`src/rtl/dds_pkg.sv`:
```
package dds_pkg;

    localparam int REG_ADDR_W = 4;

    // Control register layout, MSB first: bit 2 phase-profile, bit 1 sweep, bit 0 modulus
    typedef struct packed {
        logic phase_prof;
        logic sweep_en;
        logic mod_en;
    } ctrl_t;

    typedef enum logic [REG_ADDR_W-1:0] {
        ADDR_CTRL     = 4'd0,
        ADDR_BASE_FTW = 4'd1,
        ADDR_BASE_POW = 4'd2,
        ADDR_MODULUS  = 4'd3,
        ADDR_SW_START = 4'd4,
        ADDR_SW_END   = 4'd5,
        ADDR_SW_STEP  = 4'd6,
        ADDR_SW_RATE  = 4'd7
    } reg_addr_e;

    localparam int PROF_BASE = 8;

endpackage

```
`src/rtl/dds_regbank.sv`:
```
module dds_regbank #(
    parameter int FTW_W  = 32,
    parameter int POW_W  = 14,
    parameter int NPROF  = 8,
    parameter int RATE_W = 16
) (
    input  logic                          clk,
    input  logic                          rst,
    input  logic                          wr_en,
    input  logic [dds_pkg::REG_ADDR_W-1:0] wr_addr,
    input  logic [FTW_W-1:0]              wr_data,
    input  logic                          upd_stb,
    output dds_pkg::ctrl_t                act_ctrl,
    output logic [FTW_W-1:0]              act_ftw,
    output logic [POW_W-1:0]              act_pow,
    output logic [FTW_W-1:0]              act_modulus,
    output logic [FTW_W-1:0]              act_sw_end,
    output logic [FTW_W-1:0]              act_sw_step,
    output logic [RATE_W-1:0]             act_sw_rate,
    output logic [NPROF-1:0][FTW_W-1:0]   act_prof,
    output logic                          sw_load,
    output logic [FTW_W-1:0]              sw_load_val
);
    import dds_pkg::*;

    typedef struct packed {
        ctrl_t                        ctrl;
        logic [FTW_W-1:0]             ftw;
        logic [POW_W-1:0]             pow;
        logic [FTW_W-1:0]             modulus;
        logic [FTW_W-1:0]             sw_start;
        logic [FTW_W-1:0]             sw_end;
        logic [FTW_W-1:0]             sw_step;
        logic [RATE_W-1:0]            sw_rate;
        logic [NPROF-1:0][FTW_W-1:0]  prof;
    } bank_t;

    typedef struct packed {
        bank_t shd;
        bank_t act;
    } state_t;

    state_t st_d, st_q;
    logic [NPROF-1:0] prof_hit;

    for (genvar gi = 0; gi < NPROF; gi++) begin : g_prof_hit
        assign prof_hit[gi] = wr_en && (wr_addr == REG_ADDR_W'(PROF_BASE + gi));
    end

    always_comb begin
        st_d = st_q;
        if (wr_en) begin
            case (wr_addr)
                ADDR_CTRL:     st_d.shd.ctrl     = ctrl_t'(wr_data[2:0]);
                ADDR_BASE_FTW: st_d.shd.ftw      = wr_data;
                ADDR_BASE_POW: st_d.shd.pow      = wr_data[POW_W-1:0];
                ADDR_MODULUS:  st_d.shd.modulus  = wr_data;
                ADDR_SW_START: st_d.shd.sw_start = wr_data;
                ADDR_SW_END:   st_d.shd.sw_end   = wr_data;
                ADDR_SW_STEP:  st_d.shd.sw_step  = wr_data;
                ADDR_SW_RATE:  st_d.shd.sw_rate  = wr_data[RATE_W-1:0];
                default: ;
            endcase
        end
        for (int i = 0; i < NPROF; i++) begin
            if (prof_hit[i]) st_d.shd.prof[i] = wr_data;
        end
        if (upd_stb) st_d.act = st_q.shd;
    end

    always_ff @(posedge clk) begin
        if (rst) st_q <= '0;
        else     st_q <= st_d;
    end

    assign act_ctrl    = st_q.act.ctrl;
    assign act_ftw     = st_q.act.ftw;
    assign act_pow     = st_q.act.pow;
    assign act_modulus = st_q.act.modulus;
    assign act_sw_end  = st_q.act.sw_end;
    assign act_sw_step = st_q.act.sw_step;
    assign act_sw_rate = st_q.act.sw_rate;
    assign act_prof    = st_q.act.prof;
    assign sw_load     = upd_stb && st_q.shd.ctrl.sweep_en;
    assign sw_load_val = st_q.shd.sw_start;

endmodule

```
`src/rtl/dds_sweep.sv`:
```
module dds_sweep #(
    parameter int FTW_W  = 32,
    parameter int RATE_W = 16
) (
    input  logic              clk,
    input  logic              rst,
    input  logic              load,
    input  logic [FTW_W-1:0]  start_val,
    input  logic              enable,
    input  logic [FTW_W-1:0]  end_val,
    input  logic [FTW_W-1:0]  step_val,
    input  logic [RATE_W-1:0] rate,
    output logic [FTW_W-1:0]  freq
);
    typedef struct packed {
        logic [FTW_W-1:0]  freq;
        logic [RATE_W-1:0] cnt;
    } state_t;

    state_t st_d, st_q;
    logic [RATE_W-1:0] last_cnt;
    logic [FTW_W-1:0]  room;

    always_comb begin
        st_d     = st_q;
        last_cnt = (rate == '0) ? '0 : rate - 1'b1;
        room     = end_val - st_q.freq;
        if (load) begin
            st_d.freq = start_val;
            st_d.cnt  = '0;
        end else if (enable) begin
            if (st_q.cnt >= last_cnt) begin
                st_d.cnt = '0;
                if (st_q.freq >= end_val) st_d.freq = st_q.freq;
                else if (room <= step_val) st_d.freq = end_val;
                else st_d.freq = st_q.freq + step_val;
            end else begin
                st_d.cnt = st_q.cnt + 1'b1;
            end
        end
    end

    always_ff @(posedge clk) begin
        if (rst) st_q <= '0;
        else     st_q <= st_d;
    end

    assign freq = st_q.freq;

endmodule

```
`src/rtl/dds_phase_acc.sv`:
```
module dds_phase_acc #(
    parameter int FTW_W = 32
) (
    input  logic             clk,
    input  logic             rst,
    input  logic             clr,
    input  logic             mod_en,
    input  logic [FTW_W-1:0] modulus,
    input  logic [FTW_W-1:0] ftw,
    output logic [FTW_W-1:0] acc
);
    typedef struct packed {
        logic [FTW_W-1:0] acc;
    } state_t;

    state_t st_d, st_q;
    logic             carry;
    logic [FTW_W-1:0] low;
    logic             over;

    always_comb begin
        {carry, low} = {1'b0, st_q.acc} + {1'b0, ftw};
        over         = mod_en && (carry || (low >= modulus));
        st_d.acc     = over ? (low - modulus) : low;
        if (clr) st_d.acc = '0;
    end

    always_ff @(posedge clk) begin
        if (rst) st_q <= '0;
        else     st_q <= st_d;
    end

    assign acc = st_q.acc;

endmodule

```
`src/rtl/dds_phase_engine.sv`:
```
module dds_phase_engine #(
    parameter int FTW_W  = 32,
    parameter int POW_W  = 14,
    parameter int LUT_W  = 10,
    parameter int NPROF  = 8,
    parameter int RATE_W = 16,
    localparam int PSEL_W = $clog2(NPROF),
    localparam int ADDR_W = dds_pkg::REG_ADDR_W
) (
    input  logic              clk,
    input  logic              rst,
    input  logic              wr_en,
    input  logic [ADDR_W-1:0] wr_addr,
    input  logic [FTW_W-1:0]  wr_data,
    input  logic              upd_stb,
    input  logic [PSEL_W-1:0] prof_sel,
    input  logic              clr_phase,
    output logic [POW_W-1:0]  phase_word,
    output logic [LUT_W-1:0]  lut_addr
);
    import dds_pkg::*;

    typedef struct packed {
        logic [PSEL_W-1:0] psel;
    } state_t;

    state_t st_d, st_q;

    ctrl_t                       act_ctrl;
    logic [FTW_W-1:0]            act_ftw;
    logic [POW_W-1:0]            act_pow;
    logic [FTW_W-1:0]            act_modulus;
    logic [FTW_W-1:0]            act_sw_end;
    logic [FTW_W-1:0]            act_sw_step;
    logic [RATE_W-1:0]           act_sw_rate;
    logic [NPROF-1:0][FTW_W-1:0] act_prof;
    logic                        sw_load;
    logic [FTW_W-1:0]            sw_load_val;
    logic [FTW_W-1:0]            sweep_freq;
    logic [FTW_W-1:0]            ftw_sel;
    logic [POW_W-1:0]            pow_sel;
    logic [FTW_W-1:0]            acc_q;
    logic [FTW_W-1:0]            prof_word;

    dds_regbank #(
        .FTW_W (FTW_W),
        .POW_W (POW_W),
        .NPROF (NPROF),
        .RATE_W(RATE_W)
    ) u_regbank (
        .clk        (clk),
        .rst        (rst),
        .wr_en      (wr_en),
        .wr_addr    (wr_addr),
        .wr_data    (wr_data),
        .upd_stb    (upd_stb),
        .act_ctrl   (act_ctrl),
        .act_ftw    (act_ftw),
        .act_pow    (act_pow),
        .act_modulus(act_modulus),
        .act_sw_end (act_sw_end),
        .act_sw_step(act_sw_step),
        .act_sw_rate(act_sw_rate),
        .act_prof   (act_prof),
        .sw_load    (sw_load),
        .sw_load_val(sw_load_val)
    );

    dds_sweep #(
        .FTW_W (FTW_W),
        .RATE_W(RATE_W)
    ) u_sweep (
        .clk      (clk),
        .rst      (rst),
        .load     (sw_load),
        .start_val(sw_load_val),
        .enable   (act_ctrl.sweep_en),
        .end_val  (act_sw_end),
        .step_val (act_sw_step),
        .rate     (act_sw_rate),
        .freq     (sweep_freq)
    );

    always_comb begin
        st_d.psel = prof_sel;
        prof_word = act_prof[st_q.psel];
        if (act_ctrl.sweep_en)        ftw_sel = sweep_freq;
        else if (act_ctrl.phase_prof) ftw_sel = act_ftw;
        else                          ftw_sel = prof_word;
        pow_sel = act_ctrl.phase_prof ? prof_word[POW_W-1:0] : act_pow;
    end

    always_ff @(posedge clk) begin
        if (rst) st_q <= '0;
        else     st_q <= st_d;
    end

    dds_phase_acc #(
        .FTW_W(FTW_W)
    ) u_acc (
        .clk    (clk),
        .rst    (rst),
        .clr    (clr_phase),
        .mod_en (act_ctrl.mod_en),
        .modulus(act_modulus),
        .ftw    (ftw_sel),
        .acc    (acc_q)
    );

    assign phase_word = acc_q[FTW_W-1 -: POW_W] + pow_sel;
    assign lut_addr   = phase_word[POW_W-1 -: LUT_W];

endmodule

```
`config.mk`:
```
export PLATFORM = sky130hd
export DESIGN_NAME = dds_phase_engine
export DESIGN_NICKNAME = d
export VERILOG_FILES = /design/src/rtl/dds_pkg.sv /design/src/rtl/dds_regbank.sv /design/src/rtl/dds_sweep.sv /design/src/rtl/dds_phase_acc.sv /design/src/rtl/dds_phase_engine.sv
export SDC_FILE = /design/constraint.sdc
export NUM_CORES = 2
export LEC_CHECK = 0
export ABC_CLOCK_PERIOD_IN_PS = 7300
export BUFFER_PORTS_ARGS = -buffer_cell sky130_fd_sc_hd__buf_2
export CAP_MARGIN = 15
export CORE_MARGIN = 8
export CORE_UTILIZATION = 58
export DETAILED_ROUTE_END_ITERATION = 6
export PLACE_DENSITY = 0.77
export SYNTH_ARGS = -nofsm -noshare
export SYNTH_HDL_FRONTEND = slang
export SYNTH_SLANG_ARGS = --single-unit
```
`constraint.sdc`:
```
create_clock -name clk -period 7.3 [get_ports clk]
set_input_delay 0.73 -clock clk [delete_from_list [all_inputs] [get_ports clk]]
set_output_delay 0.73 -clock clk [all_outputs]
set_load 0.005 [all_outputs]
```
==> results.ini <==
[pwr]
ir_drop_v=0.0002040
p_per_area_mw_per_mm2=232.5
p_leak_nw=19.94

[synth]
syn_nets=5489
synth-adder-area-share=0.05547
avgSynthCellArea_um2=8.506
synth_edf_count=0
ys_warn_count=0
synth_simple_gate_area_share=0.1710
async_flop_share=0
netlist.area_leader.share=0.4254
synth_compound_area_frac=0.1361
muxShareOfSynthArea=0.1431
synthFlopType=dfxtp_1
yosysSeqAreaShare=0.4254
synth.most_common_cell=nand2_1
synth_top_family_by_area=simple AND/OR/NAND/NOR gates
ys_seq_elements=949
synth_cell_types=78
synth.area.top_cells=dfxtp_1 (43%), mux2i_1 (11%), nand2_1 (8.5%), a21oi_1 (6.9%), nor2_1 (5.5%)
synthCells=5250
ys_top_cells_by_count=nand2_1 (1014), dfxtp_1 (949), nor2_1 (649), a21oi_1 (617), mux2i_1 (492)
yosys.area.top_type=dfxtp_1
synthXorXnorAreaFrac=0.02706
netlist_area_mm2=0.04466

[route]
route.detailed.drc=0
wl_per_cell_um=21.03
vias=36950
drtIter0Drc=3425
ant_nets=0
drt-pass1-iter-count=6
routed_wl_um=131300
vias_per_cell=5.918

[timing]
setup_violations=0
timing.final.hold_violations=0
tightest_slew_ns=1.203
maxSlewHeadroom=0.1952
fin_setup_tns_ns=0
finalCriticalPeriod_ns=6.923
period_share=0.9484
clock.fmax_mhz=144.4
clock_skew_ns=0.04468
maxSlewViolCount=0
rsz0062_at_grt=false

[cells_and_area]
postLayoutCellArea_mm2=0.04893
multi_input_area_mm2=0.02392
drive_gt1_frac=0.07697
fillers=6444
syn2layout_area_growth_pct=9.557
seqCellArea_mm2=0.01901
nNetsFinal=5378
final_cells=6244

[job]
max-cap-violations=0

[clocking]
cts_tree=built
clk_pin_slew_ns=0.06
clk_path_buf_depth=3
clk-insertion-delay-late_ns=0.68
ctsHoldBuffers=0
htreeDepth=3
clock_sinks=949
ctsRootBufferMaster=clkbuf_16
cts_buffers=97

[worst_hold_path]
hold_path_end=st_q[1]$_SDFF_PP0_
worstHoldStart=prof_sel[1]
hold_depth=2
hp-class=in -> reg

[global_route]
grt_pass1_wl_um=199800
grt_max_degree=223
antenna_found_initial=8
first_global_vias=34670
grt_overflow_total=0
grt_use_total=0.2932

[run_status]
status=completed

[die]
die_y_um=293.5
rows=101
die_w_um=293.5
dieArea_mm2=0.08613
initial_core_util=0.5870
io_pins=68
core_mm2=0.07608

[setup_path]
worst-r2r-setup-slack_ns=0.38
cp-end-kind=flop
critPathSlowestCell=mux2i_1
required_ns=7.81
critical-path-max-stage-delay_ns=0.63
critPathMaxFanout=27
start_kind=flop
critPathArrivalTime_ns=7.43
cpMostUsedCell=a21oi_1
rr_endpoint=u_acc.acc[5]$_SDFF_PP0_
r2r_start=st_q[0]$_SDFF_PP0_
r2r_cells=29
crit_type=reg -> reg

[placed_design]
dp_hpwl_um=86270
io_buffers=67
dp.cells=6060
gp_congestion=0.9412
placed_cell_area_mm2=0.04558

## power by group
part / internal (mW) / switching, mW
combinational: 0.388 / 0.652
clock: 2.94 / 2.13
sequential: 5.23 / 0.0346
## routing by layer
layer  track usage  part of all wire  vias up
met5             0                 0        -
met4        0.1388             0.051        0
met3       0.04287             0.073      307
met2        0.4768              0.46     1333
met1        0.3830              0.42    17640
li1              -                 -    17670
## how the worst max path moves through the flow
stage	startpoint	end	slack, ns	depth (start not counted)
2_1_floorplan	st_q[0]$_SDFF_PP0_	u_acc.acc[10]$_SDFF_PP0_	0.61	28
5_1_grt	st_q[0]$_SDFF_PP0_	u_acc.acc[11]$_SDFF_PP0_	0.04	26
6_report	st_q[0]$_SDFF_PP0_	u_acc.acc[5]$_SDFF_PP0_	0.38	29
3_3_place_gp	st_q[0]$_SDFF_PP0_	u_acc.acc[17]$_SDFF_PP0_	0.59	28
3_5_place_dp	st_q[0]$_SDFF_PP0_	u_acc.acc[5]$_SDFF_PP0_	0.41	26
4_1_cts	st_q[0]$_SDFF_PP0_	u_acc.acc[5]$_SDFF_PP0_	0.34	26
## cell families after synthesis
family                     Yosys count
muxes                              558
AOI/OAI and AO/OA                 1036
xor gates and xnor gates           138
buffers and inverters              481
adders and majority gates          195
and+or+nand+nor                   1893
DFF                                949
## registers in the layout, summed over array words and instances, names as in the netlist
register / cells
st_q: 3
u_acc.acc: 32
u_regbank.act_ctrl: 3
u_regbank.act_ftw: 32
u_regbank.act_modulus: 32
u_regbank.act_pow: 14
u_regbank.act_prof: 256
u_regbank.act_sw_end: 32
u_regbank.act_sw_rate: 16
u_regbank.act_sw_step: 32
u_regbank.st_q: 417
u_regbank.sw_load_val: 32
u_sweep.freq: 32
u_sweep.st_q: 16
## placed cells by master (no fill, tap or decap), types with 10 or more instances in the layout
master        n
a311oi_1     10
clkbuf_1     22
ha_1        190
mux4_2       64
buf_4        58
a31oi_1      22
mux2i_1     491
nand2b_1     30
and3_1       22
a21oi_1     617
nand3_1      44
or2_2        10
buf_2        65
clkbuf_16    98
nor2b_1      23
nand2_1    1009
o211ai_1     19
clkbuf_8     14
a21o_1      101
o21a_1       17
a211oi_1     58
clkinv_2     17
inv_1       137
dfxtp_1     944
nand4_1      27
xor2_1       60
o21ai_0      99
nor2_1      638
o21bai_1     14
nor3_1       22
xnor2_1      78
## worst max-delay path, delay by kind of cell (launching register included)
family	cells	cell delay (ns)
XOR/XNOR	1	0.22
AO/OA/AOI/OAI	15	3.07
buffers and inverters	4	0.64
AND/OR/NAND/NOR	4	0.42
multiplexers	3	1.33
adder cells (fa/ha/maj)	2	0.57
flip-flops	1	0.45
## per-stage QoR
step / worst slack [ns] / power (mW) / hold slack [ns] / util
floorplan: 0.6098 / 6.095 / 0.4360 / -
global placement: 0.5855 / 6.382 / 0.4411 / 0.5992
detailed placement: 0.4127 / 6.393 / 0.4461 / 0.5992
CTS: 0.3414 / 11.39 / 0.2765 / 0.6419
global route: 0.03989 / 11.72 / 0.2878 / 0.6430
finish: 0.3770 / 11.37 / 0.2937 / 0.6431
## final cells by class
class | instances | area share
Multi-Input combinational cell | 3820 | 0.4889
Sequential cell | 949 | 0.3885
Clock buffer | 133 | 0.05567
Tap cell | 1030 | 0.02634
Timing Repair Buffer | 133 | 0.01910
Clock inverter | 37 | 0.01069
Inverter | 138 | 0.01059
Antenna cell | 4 | 0.0002046
## what timing repair did
| item | CTS | global route |
|---|---|---|
| hold endpoints to repair | 0 | 0 |
| resized for setup | 0 | 4 |
| setup endpoints to repair | 0 | 32 |
| buffers inserted | 0 | 9 |
Note: power is estimated with default switching activity, not from simulation.
